$ cat src/rtl/lin_mode_pkg.sv
package lin_mode_pkg;
  typedef enum logic [2:0] {
    ST_OFF  = 3'd0,
    ST_RDY  = 3'd1,
    ST_RDY1 = 3'd2,
    ST_OPER = 3'd3,
    ST_LOWP = 3'd4
  } lin_mode_e;
endpackage

$ cat src/rtl/lin_cs_sync.sv
module lin_cs_sync #(
  parameter int STAGES = 2
) (
  input  logic clk_i,
  input  logic rst_ni,
  input  logic cs_i,
  output logic lvl_o,
  output logic rise_o
);
  logic [STAGES-1:0] sync_q;
  logic              prev_q;

  always_ff @(posedge clk_i or negedge rst_ni) begin
    if (!rst_ni) begin
      sync_q <= '0;
      prev_q <= 1'b0;
    end else begin
      sync_q <= {sync_q[STAGES-2:0], cs_i};
      prev_q <= sync_q[STAGES-1];
    end
  end

  assign lvl_o  = sync_q[STAGES-1];
  assign rise_o = sync_q[STAGES-1] & ~prev_q;
endmodule

$ cat src/rtl/lin_delay_timer.sv
module lin_delay_timer #(
  parameter int CYC = 12000
) (
  input  logic clk_i,
  input  logic rst_ni,
  input  logic run_i,
  output logic done_o
);
  localparam int W = $clog2(CYC + 1);
  localparam logic [W-1:0] LIMIT = W'(CYC);

  logic [W-1:0] cnt_q;

  always_ff @(posedge clk_i or negedge rst_ni) begin
    if (!rst_ni)             cnt_q <= '0;
    else if (!run_i)         cnt_q <= '0;
    else if (cnt_q != LIMIT) cnt_q <= cnt_q + 1'b1;
  end

  assign done_o = (cnt_q == LIMIT);
endmodule

$ cat src/rtl/lin_slope_latch.sv
module lin_slope_latch (
  input  logic clk_i,
  input  logic rst_ni,
  input  logic cap_i,
  input  logic pin_i,
  output logic fast_o
);
  always_ff @(posedge clk_i or negedge rst_ni) begin
    if (!rst_ni)    fast_o <= 1'b0;
    else if (cap_i) fast_o <= ~pin_i;  // low pin level selects fast slope
  end
endmodule

$ cat src/rtl/lin_mode_ctrl.sv
module lin_mode_ctrl
  import lin_mode_pkg::*;
#(
  parameter int CLK_HZ   = 20_000_000,
  parameter int DELAY_US = 600
) (
  input  logic       clk_i,
  input  logic       rst_ni,
  input  logic       bat_ok_i,
  input  logic       reg_ok_i,
  input  logic       cs_i,
  input  logic       txd_i,
  input  logic       ovt_i,
  input  logic       slope_pin_i,
  input  logic       bus_i,
  output logic [2:0] mode_o,
  output logic       tx_en_o,
  output logic       reg_en_o,
  output logic       rx_en_o,
  output logic       slope_fast_o,
  output logic       slope_pin_oe_o,
  output logic       fault_o,
  output logic       bus_dom_o,
  output logic       rxd_o
);
  localparam int DELAY_CYC = (CLK_HZ / 1_000_000) * DELAY_US;

  // battery loss acts as an asynchronous reset of the whole block
  logic rst_int_n;
  assign rst_int_n = rst_ni & bat_ok_i;

  lin_mode_e state_q, state_d;
  logic      cs_lvl, cs_rise, dly_done, tsd_q, cap;

  lin_cs_sync #(.STAGES(2)) u_sync (
    .clk_i (clk_i),
    .rst_ni(rst_int_n),
    .cs_i  (cs_i),
    .lvl_o (cs_lvl),
    .rise_o(cs_rise)
  );

  lin_delay_timer #(.CYC(DELAY_CYC)) u_tmr (
    .clk_i (clk_i),
    .rst_ni(rst_int_n),
    .run_i (reg_ok_i),
    .done_o(dly_done)
  );

  assign cap = (state_q == ST_OFF) && reg_ok_i;

  lin_slope_latch u_slope (
    .clk_i (clk_i),
    .rst_ni(rst_int_n),
    .cap_i (cap),
    .pin_i (slope_pin_i),
    .fast_o(slope_fast_o)
  );

  always_comb begin
    state_d = state_q;
    unique case (state_q)
      ST_OFF:          if (reg_ok_i) state_d = cs_lvl ? ST_RDY : ST_RDY1;
      ST_RDY, ST_RDY1: if (cs_rise && dly_done) state_d = ST_OPER;
      ST_OPER:         if (!cs_lvl) state_d = ST_LOWP;
      ST_LOWP:         if (cs_rise) state_d = ST_RDY;
      default:         state_d = ST_OFF;
    endcase
  end

  always_ff @(posedge clk_i or negedge rst_int_n) begin
    if (!rst_int_n) state_q <= ST_OFF;
    else            state_q <= state_d;
  end

  always_ff @(posedge clk_i or negedge rst_int_n) begin
    if (!rst_int_n)                                    tsd_q <= 1'b0;
    else if (!ovt_i)                                   tsd_q <= 1'b0;
    else if (state_q == ST_OPER && !txd_i)             tsd_q <= 1'b1;
  end

  assign mode_o         = state_q;
  assign tx_en_o        = (state_q == ST_OPER) && !tsd_q;
  assign reg_en_o       = (state_q != ST_LOWP);
  assign rx_en_o        = (state_q != ST_OFF);
  assign slope_pin_oe_o = (state_q != ST_OFF);
  assign fault_o        = tsd_q;
  assign bus_dom_o      = tx_en_o & ~txd_i;
  assign rxd_o          = rx_en_o ? bus_i : 1'b1;
endmodule

$ cat config.mk
export PLATFORM = sky130hd
export DESIGN_NAME = lin_mode_ctrl
export DESIGN_NICKNAME = d
export VERILOG_FILES = /design/src/rtl/lin_mode_pkg.sv /design/src/rtl/lin_cs_sync.sv /design/src/rtl/lin_delay_timer.sv /design/src/rtl/lin_slope_latch.sv /design/src/rtl/lin_mode_ctrl.sv
export SDC_FILE = /design/constraint.sdc
export NUM_CORES = 1
export LEC_CHECK = 0
export CORE_MARGIN = 2
export CORE_UTILIZATION = 32
export CTS_BUF_LIST = sky130_fd_sc_hd__clkbuf_16
export CTS_CLUSTER_DIAMETER = 50
export DETAILED_ROUTE_END_ITERATION = 16
export HOLD_SLACK_MARGIN = 0.08
export SKIP_LAST_GASP = 1
export SYNTH_ARGS = -nofsm -noshare
export SYNTH_HDL_FRONTEND = slang
export SYNTH_SLANG_ARGS = --single-unit
$ cat constraint.sdc
create_clock -name clk_i -period 3.4 [get_ports clk_i]
set_input_delay 0.68 -clock clk_i [delete_from_list [all_inputs] [get_ports clk_i]]
set_output_delay 0.68 -clock clk_i [all_outputs]
set_load 0.005 [all_outputs]
# After elaboration in Yosys (flattened, before gate mapping)
# Index checks and enable logic that the tools add are counted.
# Widths: inputs -> output; s select.
[classes]
n_addsub = 1
n_eq_ne = 13
muxes = 11
bitwise = 6
n_reduce_logical = 10
[ops]
columns = ["op", "n"]
rows = [
  ["$mux 14", 2],
  ["$add 14x1->14 const B", 1],
  ["$eq 14x14->1 const B", 1],
  ["$ne 14x14->1 const B", 1],
  ["$mux 3", 4],
  ["$pmux 3 s4", 1],
  ["$ne 2x2->1 const B", 4],
  ["$eq 3x2->1 const B", 2],
  ["$logic_and 1x1->1", 4],
  ["$ne 2x1->1 const B", 2],
  ["$reduce_and 4->1", 1],
  ["$and 1x1->1", 3],
  ["$eq 3x1->1 const B", 1],
  ["$eq 3x3->1 const B", 1],
  ["$logic_not 3->1", 1],
  ["$mux 1", 3],
  ["$ne 3x3->1 const B", 1],
  ["$not 1->1", 3],
  ["$reduce_bool 3->1", 1],
  ["$logic_not 1->1", 2],
  ["$mux 2", 1],
  ["$reduce_or 2->1", 1],
]
[totals]
ff_bits = 22

# Depth between registers and ports, before layout
# Gate-level depths: netlist of run 1.
[logic_depth]
depth_word = 5
mapped_depth = 6

# Hierarchy
# Synthesis of run 1 repeated with hierarchy kept, for this count alone.
[unflattened]
hier_cells = 117
area_unflattened_um2 = 1189.9
[by_module_without_submodules]
columns = ["mod", "instances", "cells_per_inst", "area_per_inst_um2", "seq_area_each_um2"]
rows = [
  ["lin_delay_timer", 1, 80, 794.5, 350.3],
  ["lin_mode_ctrl", 1, 30, 267.8, 100.1],
  ["lin_cs_sync", 1, 4, 88.8, 75.1],
  ["lin_slope_latch", 1, 3, 38.8, 25.0],
]

# Least setup slack after synthesis of run 1
# OpenSTA, ideal clock, no wires.
[synth_timing]
path_type = "register to output"
from = "reg state_q[1], in the netlist mode_o[1]"
to = "out slope_pin_oe_o"
arrival_ns = 0.879
t_required_ns = 2.720
setup_slack_ns = 1.841
path_stages_with_launch = 4
path_buffers = 1
cell_sequence = "dfrtp_1 nor2_1 nand2_1 buf_4"
[synth_between]
elab_chain_cells = 1
[synth_lines]
columns = ["item", "line", "source"]
rows = [
  ["start, declared", "lin_mode_ctrl.sv:32", "lin_mode_e state_q, state_d;"],
  ["start signal, assigned", "lin_mode_ctrl.sv:73", "else state_q <= state_d;"],
  ["$reduce_bool 3->1", "--", ""],
  ["end, declared", "lin_mode_ctrl.sv:21", "output logic slope_pin_oe_o,"],
]
# Every way passes these cells.

# Worst setup path after layout of run 1
[layout_timing]
from = "in txd_i"
to = "out bus_dom_o"
[layout_between]
elab_chain_cells = 2
[layout_lines]
columns = ["item", "line", "source"]
rows = [
  ["start, declared", "lin_mode_ctrl.sv:12", "input logic txd_i,"],
  ["$not 1->1", "lin_mode_ctrl.sv:88", "assign bus_dom_o = tx_en_o & ~txd_i;"],
  ["$and 1x1->1", "lin_mode_ctrl.sv:88", ""],
  ["end, declared", "lin_mode_ctrl.sv:23", "output logic bus_dom_o,"],
]
# Every way passes these cells.

==> flow_summary_export.csv, run 1 <==
group,metric,value,unit
outcome,status,"finished clean",
synthesis,synth-seq-area-share,50.9,%
placed_design,routabilityCongestion,0.722,
clock_tree,cts.path.max_buffers,2,
global_route,grt-ovfl-total,0,
clock_tree,clk_pin_slew,60,ps
sta,maxSlewHeadroom,36.3,%
synthesis,synth_seq_cells,22,
layout,fill_cells,311,
worst_setup_path,path_class,"in2out",
clock_tree,cts_sinks,22,
sta,finalHoldViolCount,0,
synthesis,async_reset_ff_share,100,%
run,max_cap_viol_count,0,
synthesis,syn_area,1080,um^2
route,via_count,878,
sta,setup_ws,908,ps
clock_tree,insertion_delay,250,ps
sta,fin_skew,1.63,ps
synthesis,yosysMostFrequentCell,"dfrtp_1",
sta,whs,350,ps
synthesis,synth_top_area_share,50.9,%
placed_design,portBuffers,19,
clock_tree,cts-resized-gates,0,
floorplanning,die_area,3860,um^2
route,drc_errors,0,
synthesis,ys_warn_count,0,
worst_setup_path,crit_chain,"clkdlybuf4s50_1, nor3_1, clkdlybuf4s50_1",
power_and_ir_drop,power_density,622,nW/um^2
sta,final.period_utilization,73.3,%
sta,tightest_slew,956,ps
synthesis,netlist_top_cells_count,"dfrtp_1, nor2_1, nand3_1, xor2_1",
sta,rsz0062_at_grt,"no",
worst_setup_path,crit_family,"buffers and inverters",
worst_setup_path,crit_path_frequent_cell,"clkdlybuf4s50_1",
clock_tree,cts_hold_buf,0,
route,wl_per_cell,12.2,um
worst_setup_path,critPathArrivalTime,1810,ps
clock_tree,postCtsSetupRepairBufs,0,
sta,fmax,401,MHz
layout,diodes,0,
synthesis,synth_area_per_cell,9.92,um^2
sta,final-setup-viol-count,0,
global_route,grt_use_total,12.3,%
global_route,grt_pass1_wl,3940,um
clock_tree,cts_buffers,3,
global_route,grt_pass1_vias,905,
synthesis,syn_inst,109,
power_and_ir_drop,ir_drop,191,uV
synthesis,synthTopCellsByArea,"dfrtp_1, xor2_1, nor2_1, nand4_1, nand3_1",
layout,layoutNonFillerInstCount,176,
floorplanning,rows,21,
route,drt_iter0_markers,45,
route,antenna_left,0,
synthesis,synth_edf_count,0,
floorplanning,start_util,32.9,%
sta,fin_setup_tns,0,ps
worst_setup_path,cp_num_buf_inv,2,
worst_setup_path,worst_setup_path_start_kind,"primary input",
worst_setup_path,slowest_stage,"clkdlybuf4s50_1",
floorplanning,core_area,3280,um^2
synthesis,synth_largest_area_cell,"dfrtp_1",
synthesis,synth_cell_types,35,
global_route,grt_max_degree,23,
sta,slew_violations,0,
layout,drive_gt1_share,6.15,%
power_and_ir_drop,leakage,0.000582,uW
placed_design,dp_cells,172,
clock_tree,cts_tree,"built",
route,firstDrtPassIters,4,
floorplanning,chipHeight,62.1,um
placed_design,pre_cts_ws,898,ps
route,wirelength,2150,um
floorplanning,die_x,62.1,um
synthesis,syn-num-nets,120,
clock_tree,cts_max_level,1,
layout,final_nets,142,
layout,syn_to_final_growth,31.6,%
route,viasPerCell,4.99,
worst_setup_path,critPathMaxStageDelay,530,ps
worst_setup_path,worst_setup_path_end_kind,"output pin",
clock_tree,root_buffer,"clkbuf_16",
placed_design,post_dp_cell_area,1320,um^2
synthesis,synth_ff_type,"dfrtp_1",
floorplanning,io_pins,20,
layout,design_area,1420,um^2
global_route,antenna_found_initial,0,
sta,fin_crit,2490,ps
worst_setup_path,path_max_fanout,2,
hold_path,hp-class,"reg2reg",
placed_design,hpwl,1530,um
worst_setup_path,crit_required,2720,ps
[per-stage QoR]
step           utilization [%]  power, uW
6_report                  43.3        884
5_1_grt                   43.3        936
4_1_cts                   43.3        897
3_5_place_dp              40.1        565
3_3_place_gp              40.1        560
2_1_floorplan                -        439
[where the power goes]
group          total [uW]  internal [uW]  switching, uW
clock network         325            234           91.2
registers             328            291           37.3
logic                 231            140           91.1
total                 884            665            219
[routing by layer]
layer  wire (um)  part of all wire, %  track usage, %  up-vias
li1            -                    -               -      431
met1         975                   45            16.3      425
met2        1080                   50            19.7       17
met3          52                  2.4            1.27        5
met4          48                  2.2            7.22        0
met5           0                    0               0        -
[kinds of logic (layout without fill, tap and decap cells)]
logic type	count (synthesis)	in the layout	synth area share, %
AO/OA/AOI/OAI	16	16	9.72
AND/OR/NAND/NOR	52	52	26.2
XOR/XNOR	10	10	8.10
flip-flops	22	22	50.9
adder cells (fa/ha/maj)	2	2	2.31
buffers and inverters	7	28	2.78
[area by class of cell]
type	count	area, um^2	area share, %
Tap cell	46	57.6	4.05
Clock inverter	1	30.0	2.11
Sequential cell	22	551	38.7
Inverter	5	18.8	1.32
Multi-Input combinational cell	80	500	35.2
Clock buffer	3	75.1	5.28
Timing Repair Buffer	19	190	13.4
[cell usage in the layout (no fill, tap or decap), drive strengths merged, types with 2 or more instances in the layout]
| cell type | count |
|---|---|
| nand3 | 8 |
| xnor2 | 3 |
| o31ai | 3 |
| o21ai | 3 |
| clkbuf | 3 |
| nor3 | 2 |
| nand4 | 6 |
| clkdlybuf4s50 | 19 |
| dfrtp | 22 |
| nor2 | 15 |
| and4 | 2 |
| ha | 2 |
| xor2 | 7 |
| nand2b | 3 |
| and3 | 2 |
| inv | 5 |
| a21oi | 4 |
| nand2 | 6 |
[worst register-to-register path: cells and delay by family (launching register included)]
kind                       cells  cell delay [ps]
buffers and inverters          1               70
AOI/OAI and AO/OA              1              250
adders and majority gates      1              200
DFF                            1              450
and+or+nand+nor                3              510
[state kept, by name, summed over array words and instances (netlist names)]
signal,count
u_slope.fast_o,1
u_tmr.cnt_q,14
fault_o,1
u_sync.prev_q,1
u_sync.sync_q,2
mode_o,3
[final timing paths]
| path | end | start | cells after the start | slack, ps |
|---|---|---|---|---|
| min reg2reg | u_sync.sync_q[1] | u_sync.sync_q[0] | 0 | 350 |
| min in group asynchronous | u_tmr.cnt_q[6] | bat_ok_i | 2 | 1050 |
| min | u_sync.sync_q[1] | u_sync.sync_q[0] | 0 | 350 |
| max in group asynchronous | u_tmr.cnt_q[5] | rst_ni | 2 | 1760 |
| max | bus_dom_o | txd_i | 3 | 910 |
| max reg2reg | mode_o[1] | u_tmr.cnt_q[0] | 6 | 1810 |
No activity file was read; power rests on OpenSTA's default activity.
==> inputs of run 2 (changes only) <==
==> constraint.sdc (replaced) <==
create_clock -name clk_i -period 2.1 [get_ports clk_i]
set_input_delay 0.42 -clock clk_i [delete_from_list [all_inputs] [get_ports clk_i]]
set_output_delay 0.42 -clock clk_i [all_outputs]
set_load 0.005 [all_outputs]
==> flow_summary_export.csv, run 2 (synthesis gave the netlist of run 1 again) <==
group,metric,value,unit
floorplanning,die_area,3860,um^2
sta,whs,348,ps
floorplanning,io_pins,20,
worst_setup_path,crit_required,1680,ps
worst_setup_path,worst_setup_path_start_kind,"flip-flop",
placed_design,routabilityCongestion,0.769,
layout,final_nets,143,
outcome,status,"finished clean",
global_route,grt_max_degree,23,
hold_path,hp-class,"reg2reg",
sta,fmax,499,MHz
worst_setup_path,path_max_fanout,7,
power_and_ir_drop,power_density,1010,nW/um^2
sta,final-setup-viol-count,0,
clock_tree,clk_pin_slew,60,ps
worst_setup_path,reg2reg_depth,6,
power_and_ir_drop,ir_drop,371,uV
sta,fin_crit,2010,ps
floorplanning,core_area,3280,um^2
sta,tightest_slew,471,ps
route,firstDrtPassIters,4,
layout,regArea,554,um^2
sta,finalHoldViolCount,0,
global_route,grt-ovfl-total,0,
layout,largest_register,"u_tmr.cnt_q",
worst_setup_path,path_class,"reg2out",
global_route,gr-usage-met3,1.81,%
clock_tree,cts_sinks,22,
sta,slew_violations,0,
sta,rsz0062_at_grt,"yes",
clock_tree,cts_buffers,3,
clock_tree,root_buffer,"clkbuf_16",
layout,drive_gt1_share,11.5,%
sta,maxSlewHeadroom,68.5,%
global_route,grt_use_met2,18.8,%
placed_design,post_dp_cell_area,1330,um^2
route,antenna_left,0,
clock_tree,cts_max_level,1,
route,viasPerCell,4.88,
layout,diodes,0,
global_route,grt_pass1_vias,835,
hold_path,holdPathStages,0,
global_route,grt_pass1_wl,3820,um
clock_tree,insertion_delay,250,ps
clock_tree,cts.path.max_buffers,2,
floorplanning,chipHeight,62.1,um
power_and_ir_drop,leakage,0.000585,uW
layout,syn_to_final_growth,33.3,%
layout,largest_reg_flops,14,
placed_design,portBuffers,19,
global_route,grtUsageMet1,16.7,%
layout,final_core_util,43.9,%
route,drt_iter0_markers,28,
global_route,busiest_layer,"met2",
placed_design,hpwl,1470,um
route,drc_errors,0,
route,via_count,863,
layout,design_area,1440,um^2
floorplanning,rows,21,
global_route,grt_use_total,12.0,%
layout,fill_cells,318,
layout,multi_input_area,508,um^2
floorplanning,start_util,32.9,%
layout,final_cell_mix,"dfrtp_1, clkdlybuf4s50_1, nor2_1",
route,wl_per_cell,11.8,um
floorplanning,die_x,62.1,um
worst_setup_path,critPathArrivalTime,1590,ps
route,wirelength,2090,um
sta,final.period_utilization,95.5,%
run,max_cap_viol_count,0,
worst_setup_path,worst_setup_path_end_kind,"output pin",
clock_tree,cts_tree,"built",
global_route,antenna_found_initial,0,
sta,fin_skew,1.93,ps
worst_setup_path,r2r_slack,520,ps
[run 2: path summary, 6_finish.rpt]
kind                             startpoint                to
hold / removal             u_sync.sync_q[0]  u_sync.sync_q[1]
max in group asynchronous            rst_ni         mode_o[2]
setup / recovery                  mode_o[1]             rxd_o
min in group asynchronous          bat_ok_i  u_sync.sync_q[0]
hold reg to reg            u_sync.sync_q[0]  u_sync.sync_q[1]
setup reg to reg             u_tmr.cnt_q[0]         mode_o[0]
[run 2: critical path, cell delays in order (launching register included)]
cell	delay, ps
dfrtp_2	450
nor2_2	150
nand2_1	140
nand2b_1	100
clkdlybuf4s50_1	500
[run 2: what timing repair did]
item,CTS,global route
setup endpoints to repair,0,3
buffers inserted,0,0
hold buffers,0,0
resized for setup,0,6
endpoints found under the hold margin,0,0
[run 2: metrics by stage]
stage                     std cells  TNS (ps)  total power (uW)  worst slack, ps
after detailed placement        173         0               917             96.6
final                           177         0              1450             94.9
after CTS                       177         0              1450             7.56
after floorplan                 109         0               711              680
after global routing            177     -30.9              1540            -12.7
after global placement          173         0               907              151
[run 2: metal layers]
metal	share of wire (%)	wire length [um]	vias up
li1	-	-	431
met1	48	1010	413
met2	48	994	17
met3	2.6	54	2
met4	1.3	27	0
met5	0	0	-
[run 2: final cells by class]
type | count | share of cell area [%]
Multi-Input combinational cell | 80 | 35.2
Timing Repair Buffer | 20 | 13.7
Inverter | 5 | 1.30
Tap cell | 46 | 3.99
Clock inverter | 1 | 2.08
Sequential cell | 22 | 38.5
Clock buffer | 3 | 5.21
[run 2: power by group]
group          internal (uW)  switching (uW)
sequential               476            64.4
clock                    378             148
combinational            232             154
